--- config.mk ---
export PLATFORM = sky130hd
export DESIGN_NAME = hamm_guard_fsm
export DESIGN_NICKNAME = d
export VERILOG_FILES = /design/src/rtl/hamm_guard_fsm.sv
export SDC_FILE = /design/constraint.sdc
export NUM_CORES = 1
export LEC_CHECK = 0
export BUFFER_PORTS_ARGS = -buffer_cell sky130_fd_sc_hd__buf_2
export CORE_ASPECT_RATIO = 0.75
export CORE_MARGIN = 2
export CORE_UTILIZATION = 47
export CTS_CLUSTER_DIAMETER = 200
export CTS_CLUSTER_SIZE = 20
export DETAILED_ROUTE_END_ITERATION = 8
export GPL_TIMING_DRIVEN = 0
export HOLD_SLACK_MARGIN = 0.15
export PLACE_DENSITY_LB_ADDON = 0.12
export SLEW_MARGIN = 20
export SYNTH_ARGS = -nofsm -noshare
export SYNTH_HDL_FRONTEND = slang
export SYNTH_SLANG_ARGS = --single-unit
--- constraint.sdc ---
create_clock -name clk -period 3.75 [get_ports clk]
set_input_delay 0.75 -clock clk [delete_from_list [all_inputs] [get_ports clk]]
set_output_delay 0.75 -clock clk [all_outputs]
set_load 0.01 [all_outputs]
--- src/rtl/hamm_guard_fsm.sv ---
module hamm_guard_fsm #(
  parameter int SW = 4,
  parameter int CW = 8
) (
  input  logic          clk,
  input  logic          rst_n,
  input  logic          recover_en,
  input  logic          trig_i,
  input  logic          hit_i,
  input  logic          last_i,
  input  logic          sdone_i,
  input  logic [CW-1:0] flip_mask,
  output logic [SW-1:0] state_o,
  output logic [CW-1:0] code_o,
  output logic          sec_o,
  output logic          ded_o
);
  localparam logic [SW-1:0] S_IDLE    = 4'd0;
  localparam logic [SW-1:0] S_ARM     = 4'd1;
  localparam logic [SW-1:0] S_COLLECT = 4'd2;
  localparam logic [SW-1:0] S_SHIFT   = 4'd3;
  localparam logic [SW-1:0] S_FLUSH   = 4'd4;

  function automatic logic [CW-1:0] enc(input logic [SW-1:0] d);
    logic [CW-1:0] w;
    w[7] = d[3];
    w[6] = d[2];
    w[5] = d[1];
    w[3] = d[0];
    w[1] = d[0] ^ d[1] ^ d[3];
    w[2] = d[0] ^ d[2] ^ d[3];
    w[4] = d[1] ^ d[2] ^ d[3];
    w[0] = ^w[7:1];
    return w;
  endfunction

  logic [CW-1:0] word_q, word_d, fixed;
  logic [2:0]    syn;
  logic          par_err, sgl, dbl, ded_q, injecting;
  logic [SW-1:0] cur, nxt;

  assign syn     = {^(word_q & 8'hF0), ^(word_q & 8'hCC), ^(word_q & 8'hAA)};
  assign par_err = ^word_q;
  assign sgl     = par_err;
  assign dbl     = !par_err && (syn != 3'd0);
  assign fixed   = sgl ? (word_q ^ (8'd1 << syn)) : word_q;
  assign cur     = dbl ? S_IDLE : {fixed[7], fixed[6], fixed[5], fixed[3]};
  assign injecting = |flip_mask;

  always_comb begin
    nxt = cur;
    case (cur)
      S_IDLE:    if (trig_i) nxt = S_ARM;
      S_ARM:     nxt = S_COLLECT;
      S_COLLECT: if (hit_i) nxt = S_SHIFT;
                 else if (last_i) nxt = S_FLUSH;
      S_SHIFT:   if (sdone_i) nxt = S_COLLECT;
      S_FLUSH:   if (sdone_i) nxt = S_IDLE;
      default:   nxt = S_IDLE;
    endcase
  end

  always_comb begin
    word_d = word_q;
    if (injecting)                              word_d = word_q ^ flip_mask;
    else if (dbl)                               word_d = enc(S_IDLE);
    else if ((nxt != cur) || (sgl && recover_en)) word_d = enc(nxt);
  end

  always_ff @(posedge clk or negedge rst_n) begin
    if (!rst_n) begin
      word_q <= '0;
      ded_q  <= 1'b0;
    end else begin
      word_q <= word_d;
      ded_q  <= ded_q | dbl;
    end
  end

  assign state_o = cur;
  assign code_o  = word_q;
  assign sec_o   = sgl;
  assign ded_o   = ded_q;
endmodule


## After elaboration in Yosys (flattened, before gate mapping)

Cells that the tools add are included.

| word-level totals | value |
|---|---|
| logic and storage cells | 41 |
| output and inout port bits | 14 |
| input port bits | 15 |
| register bits | 9 |

| cells by class | value |
|---|---|
| equality and inequality tests | 5 |
| multiplexer cells | 11 |
| bitwise gates (word level) | 9 |
| shifts and indexed selects | 1 |
| reduce and logical (&&, ||, !) cells | 13 |

Operators by type and width:

| operator | count |
|---|---|
| $mux 8 | 4 |
| $reduce_xor 8->1 | 4 |
| $mux 4 | 6 |
| $pmux 4 s5 | 1 |
| $xor 8x8->8 | 2 |
| $eq 4x2->1 const B | 2 |
| $reduce_or 8->1 | 1 |
| $shl 1x3->8 const A | 1 |
| $reduce_xor 7->1 | 1 |
| $reduce_bool 3->1 | 2 |
| $xor 1x1->1 | 6 |
| $eq 4x1->1 const B | 1 |
| $eq 4x3->1 const B | 1 |
| $logic_not 4->1 | 1 |
| $ne 4x4->1 | 1 |
| $logic_and 1x1->1 | 2 |
| $logic_not 1->1 | 1 |
| $logic_or 1x1->1 | 1 |
| $or 1x1->1 | 1 |

## Longest topological paths before layout

| logic depth | value |
|---|---|
| depth after elaboration | 14 |
| gate-level depth with buffers | 12 |

## Least setup slack after synthesis

OpenSTA, ideal clock, no wires.

| path | value |
|---|---|
| path type | register to register |
| start point | register word_q[2], in the netlist code_o[2] |
| end point | register word_q[1], in the netlist code_o[1] |
| setup slack | 0.853 ns |
| setup time | 0.120 ns |
| cell stages (with the launch flop) | 12 |
| arrival time | 2.776 ns |
| clock period less this slack | 2.897 ns |
| cells stage by stage | dfrtp_1 > buf_6 > or3_4 > a2111oi_2 > a211oi_1 > and3_4 > a2111oi_4 > o2111ai_1 > a21oi_2 > buf_4 > nor2_1 > o211a_1 |

| between the ends | value |
|---|---|
| longest elaborated chain between the ends | 13 |

Ends and longest elaborated chain:

| element | line | text |
|---|---|---|
| start, declared | 37 | `logic [CW-1:0] word_q, word_d, fixed;` |
| start signal, assigned | 75 | `word_q <= word_d;` |
| $reduce_xor 8->1 | 42 | `assign syn = {^(word_q & 8'hF0), ^(word_q & 8'hCC), ^(word_q & 8'hAA)};` |
| $shl 1x3->8 | 46 | `assign fixed = sgl ? (word_q ^ (8'd1 << syn)) : word_q;` |
| $xor 8x8->8 | 46 |  |
| $mux 8 | 46 |  |
| $mux 4 | 47 | `assign cur = dbl ? S_IDLE : {fixed[7], fixed[6], fixed[5], fixed[3]};` |
| $mux 4 | 56 | `else if (last_i) nxt = S_FLUSH;` |
| $mux 4 | 55 | `S_COLLECT: if (hit_i) nxt = S_SHIFT;` |
| $pmux 4 s5 | 52 | `case (cur)` |
| $xor 1x1->1 (2 in series) | 30 | `w[1] = d[0] ^ d[1] ^ d[3];` |
| $mux 8 | 67 | `else if ((nxt != cur) \|\| (sgl && recover_en)) word_d = enc(nxt);` |
| $mux 8 | 66 | `else if (dbl) word_d = enc(S_IDLE);` |
| $mux 8 | 65 | `if (injecting) word_d = word_q ^ flip_mask;` |

Several ways; a longest one is shown, not always the timed one. The select of a mux whose other input is x is not followed.
A chain may end at the register's enable or synchronous reset.

## Worst setup path in the final report

| path | value |
|---|---|
| start point | register word_q[1], in the netlist code_o[1] |
| end point | register word_q[1], in the netlist code_o[1] |

The elaborated chain is that of the path after synthesis.

==> metrics list <==
- The run finished with clean final reports.
- Counting I/O delays and the setup requirement, the final critical path takes around 3200 ps.
- Initial core utilization: between 40% and 50%
- Final std cells w/o fill: between 200 and 300
- Setup slack on the worst reg-to-reg path comes out at about 500 ps.
- In the final routed layout, each cell accounts on average for around 16 µm.
- Between clock sinks in the finished design, the worst skew comes to slightly above 5 ps.
* Instance count of the mapped netlist: about 200
- Post-route design area: just under 0.002 mm²
* Mean instance size in the synthesized netlist: around 8.5 µm²
- In this run, the clock network consumes under 10% of the power.
- Area of the multi-input gates: around 0.0014 mm²
- The number of gates resized after CTS was 0.
- Setup repair after global routing missed its margin: no
- Dividing total power by cell area gives a power density of approximately 700 mW/mm².
- Counting tap cells, the placed design contains a total of between 200 and 300 instances.
- Entering global routing, the biggest net connects 11 pins.
- Crit path DAT: 3360 ps
- Storage cell area: 225 µm²
- Clock-pin slew was measured on the worst setup and hold paths at 50 ps.
* Final sum of negative setup slack: 0 ps
- Setup violations remaining at the end of the flow were counted as 0.
- Quantity of I/O buffers inserted on ports: 28
* Pin slew with the least headroom to its limit: about 620 ps
- Initial antenna violation count: 0
- Number of fill cells: between 300 and 400
- For this run, global-route usage on met1 was measured as about two fifths.
* Summed instance area of the synthesized netlist: 0.00173 mm²
- Detailed-route via count: ~1700
* Remaining antenna violation count after routing: 0
- Growth of design area from synthesis to finish: 14.4%
- CTS H-Tree Depth: 1
* DRC marker count from the first detailed-route iteration: ~150
* Net count of the finished layout: ~250
- The root buffer cell chosen for the clock tree is sky130_fd_sc_hd__clkbuf_8.
* Final hold violation count: 0
- The number of slew-limit violations in the final report is 0.
- ANT cells: 0
- In this run the power spent charging and discharging nets is 743 µW.
- Leakage power: about 0.74 nW
- Share of Yosys cell area claimed by the top area cell type: around 13%
- Data on the critical path is required at its endpoint by 3870 ps.
- DP Area: just under 0.002 mm²
* Die width: 74.1 µm
* Clock Tree Buf Depth: 2
- Combinational Power Share: between 80% and 90%
- The min-delay analysis places its worst path in the category primary input to asynchronous set/reset pin.
- Switching power share of the total: a little over half
- Worst Path Class, Setup: flip-flop to flip-flop
* Met3 Track Usage GR: roughly 1.8%
* Total of max-cap violations: 0
- Most area-consuming cells after synthesis: sky130_fd_sc_hd__dfrtp_1 (13%), sky130_fd_sc_hd__xnor2_2 (7.5%), sky130_fd_sc_hd__xnor2_4 (4.8%)
- RD Place Congestion: slightly below 0.9
* Cell variety after synth: 73
* Number of remaining DRC errors: 0
- The first global-routing pass estimated just under 8000 µm of wire.
- Kind of end point of the critical path: flip-flop
- In this run, synthesis inferred 0 flip-flops with an integrated enable.
- TritonCTS created 3 clock buffers.
- Worst max-slew margin expressed relative to the limit: 58.2%
* Launching element type of the critical path: flip-flop
- Maximum clock rate: just over 300 MHz
- Met2 track demand over resource: 34.2%
- For this run the aggregate overflow at the end of global routing stands at 0.
- Share of the cycle needed by the critical path after routing: around 86%
- Setup slack of the critical path after layout: between 500 and 600 ps
- Biggest area consumer among synthesized cells: sky130_fd_sc_hd__dfrtp_1
- Most instantiated flip-flop cell in the synthesis netlist: sky130_fd_sc_hd__dfrtp_1
- Leaving out fill and tap cells, the most frequent cells in the layout are sky130_fd_sc_hd__buf_2 (30), sky130_fd_sc_hd__nor2_1 (19), sky130_fd_sc_hd__o21ai_0 (13).
- HPWL after detailed placement: approximately 3700 µm
- For this run, the detailed router's first-pass iteration total came to 4.
- Busiest layer in global routing: met1
* Share of the yosys chip area belonging to registers: between 10% and 20%
* Final routed wirelength across all metal layers: about 4700 µm
* Placeable core region: 0.00359 mm²
* Synth Register Bits: 9
- Via count of the first global-routing pass: approximately 1600
* Worst-path fanout max: 10
- Share of cells above drive strength 1: 30.2%
- Maximum vdd ir drop: 274 µV
- Number of synthesis warnings: 0
- Power Internal: between 600 and 700 µW
- For this design the top-level I/O count stands at 29.
- Global routing used roughly a quarter of the available tracks.
- Hold Buf Count CTS: 0
- Most common cell after layout, fill and taps aside: sky130_fd_sc_hd__buf_2
- At the placement stage, the worst setup path has a slack of ~530 ps.
- Clock net sink count: 9
- TritonCTS built the clock tree.
* Vias/cell: 5.79
- Setup fix buffers added after clock tree synthesis: 0
* Std-Cell Rows: 19
- Sequential Power Share: a little under 10%
- After synthesis, the share of flip-flops with an asynchronous set or reset is 100%.
* Insertion delay of the later-clocked pin in the worst-skew pair: 240 ps
- When the netlist entered floorplanning its net count stood at approximately 220.
- Floorplan die area: 0.00419 mm²
* Chip height: ~57 µm
## cell type report
type,count,share of cell area (%)
buffer,13,4.29
clock buffer,4,2.27
inverter,7,1.32
multi-input combinational,174,70.4
sequential,9,11.4
tap,52,3.28
timing repair buffer,28,7.07
## stage by stage
stage	hold WS [ps]	utilization, %	power [mW]
3_3_place_gp	443	54.0	1.27
6_report	355	55.2	1.38
2_1_floorplan	454	-	1.02
5_1_grt	365	55.2	1.50
3_5_place_dp	449	54.0	1.26
4_1_cts	360	55.2	1.38
## Yosys cell counts (all sizes together) (2+ instances only)
cell,number
buf,10
nand3b,3
inv,6
a2111oi,5
nor2b,4
a311o,2
or3,3
nor4bb,2
o211ai,3
a21o,2
xnor2,17
nand2,12
mux2i,2
nand3,7
a211oi,6
or4,3
nor4,3
nor2,19
clkbuf,3
and3,3
o311ai,2
nor3,9
xor2,6
o22ai,3
a31oi,4
a21oi,12
dfrtp,9
a2bb2oi,2
o31ai,2
o21ai,15
nand2b,2
## registers in the layout (all words and copies together), names as in the netlist
register / cells
ded_o: 1
code_o: 8
## kinds of logic (layout without fill, tap and decap cells)
logic type	count (synthesis)	after routing	share of synthesized area (%)
AO/OA/AOI/OAI	74	74	34.7
buffers and inverters	20	52	6.43
adder cells (fa/ha/maj)	1	1	0.578
XOR/XNOR	23	23	20.3
AND/OR/NAND/NOR	74	74	23.8
flip-flops	9	9	13.0
multiplexers	2	2	1.16
## power groups by stage
| stage | Combinational [mW] | Clock [mW] | Sequential (mW) |
|---|---|---|---|
| 2_1_floorplan | 0.880 | 0 | 0.138 |
| 3_3_place_gp | 1.13 | 0 | 0.136 |
| 3_5_place_dp | 1.13 | 0 | 0.136 |
| 4_1_cts | 1.13 | 0.116 | 0.135 |
| 5_1_grt | 1.24 | 0.122 | 0.137 |
| 6_report | 1.13 | 0.115 | 0.135 |
## worst max-delay path: stages, from the launching register on
cell	delay (ps)
sky130_fd_sc_hd__dfrtp_1	480
sky130_fd_sc_hd__xor2_1	470
sky130_fd_sc_hd__xnor2_2	230
sky130_fd_sc_hd__buf_2	280
sky130_fd_sc_hd__o211ai_1	180
sky130_fd_sc_hd__and3_4	220
sky130_fd_sc_hd__a2111oi_4	370
sky130_fd_sc_hd__o2111ai_1	180
sky130_fd_sc_hd__a21oi_2	250
sky130_fd_sc_hd__buf_4	210
sky130_fd_sc_hd__nor2_1	60
sky130_fd_sc_hd__o211a_1	190
## per-layer routing
| metal | routed length (µm) | vias to the layer above |
|---|---|---|
| met4 | 13 | 0 |
| li1 | - | 843 |
| met5 | 0 | - |
| met2 | 2060 | 48 |
| met3 | 297 | 2 |
| met1 | 2320 | 769 |
## path summary, 6_finish.rpt
check,start,end,depth (start not counted)
setup / recovery,code_o[1],code_o[1],11
hold / removal,rst_n,code_o[3],1
setup reg to reg,code_o[1],code_o[1],11
hold reg to reg,ded_o,ded_o,1
max in group asynchronous,rst_n,code_o[2],1
min in group clk,ded_o,ded_o,1
(Power assumes the default switching activity.)
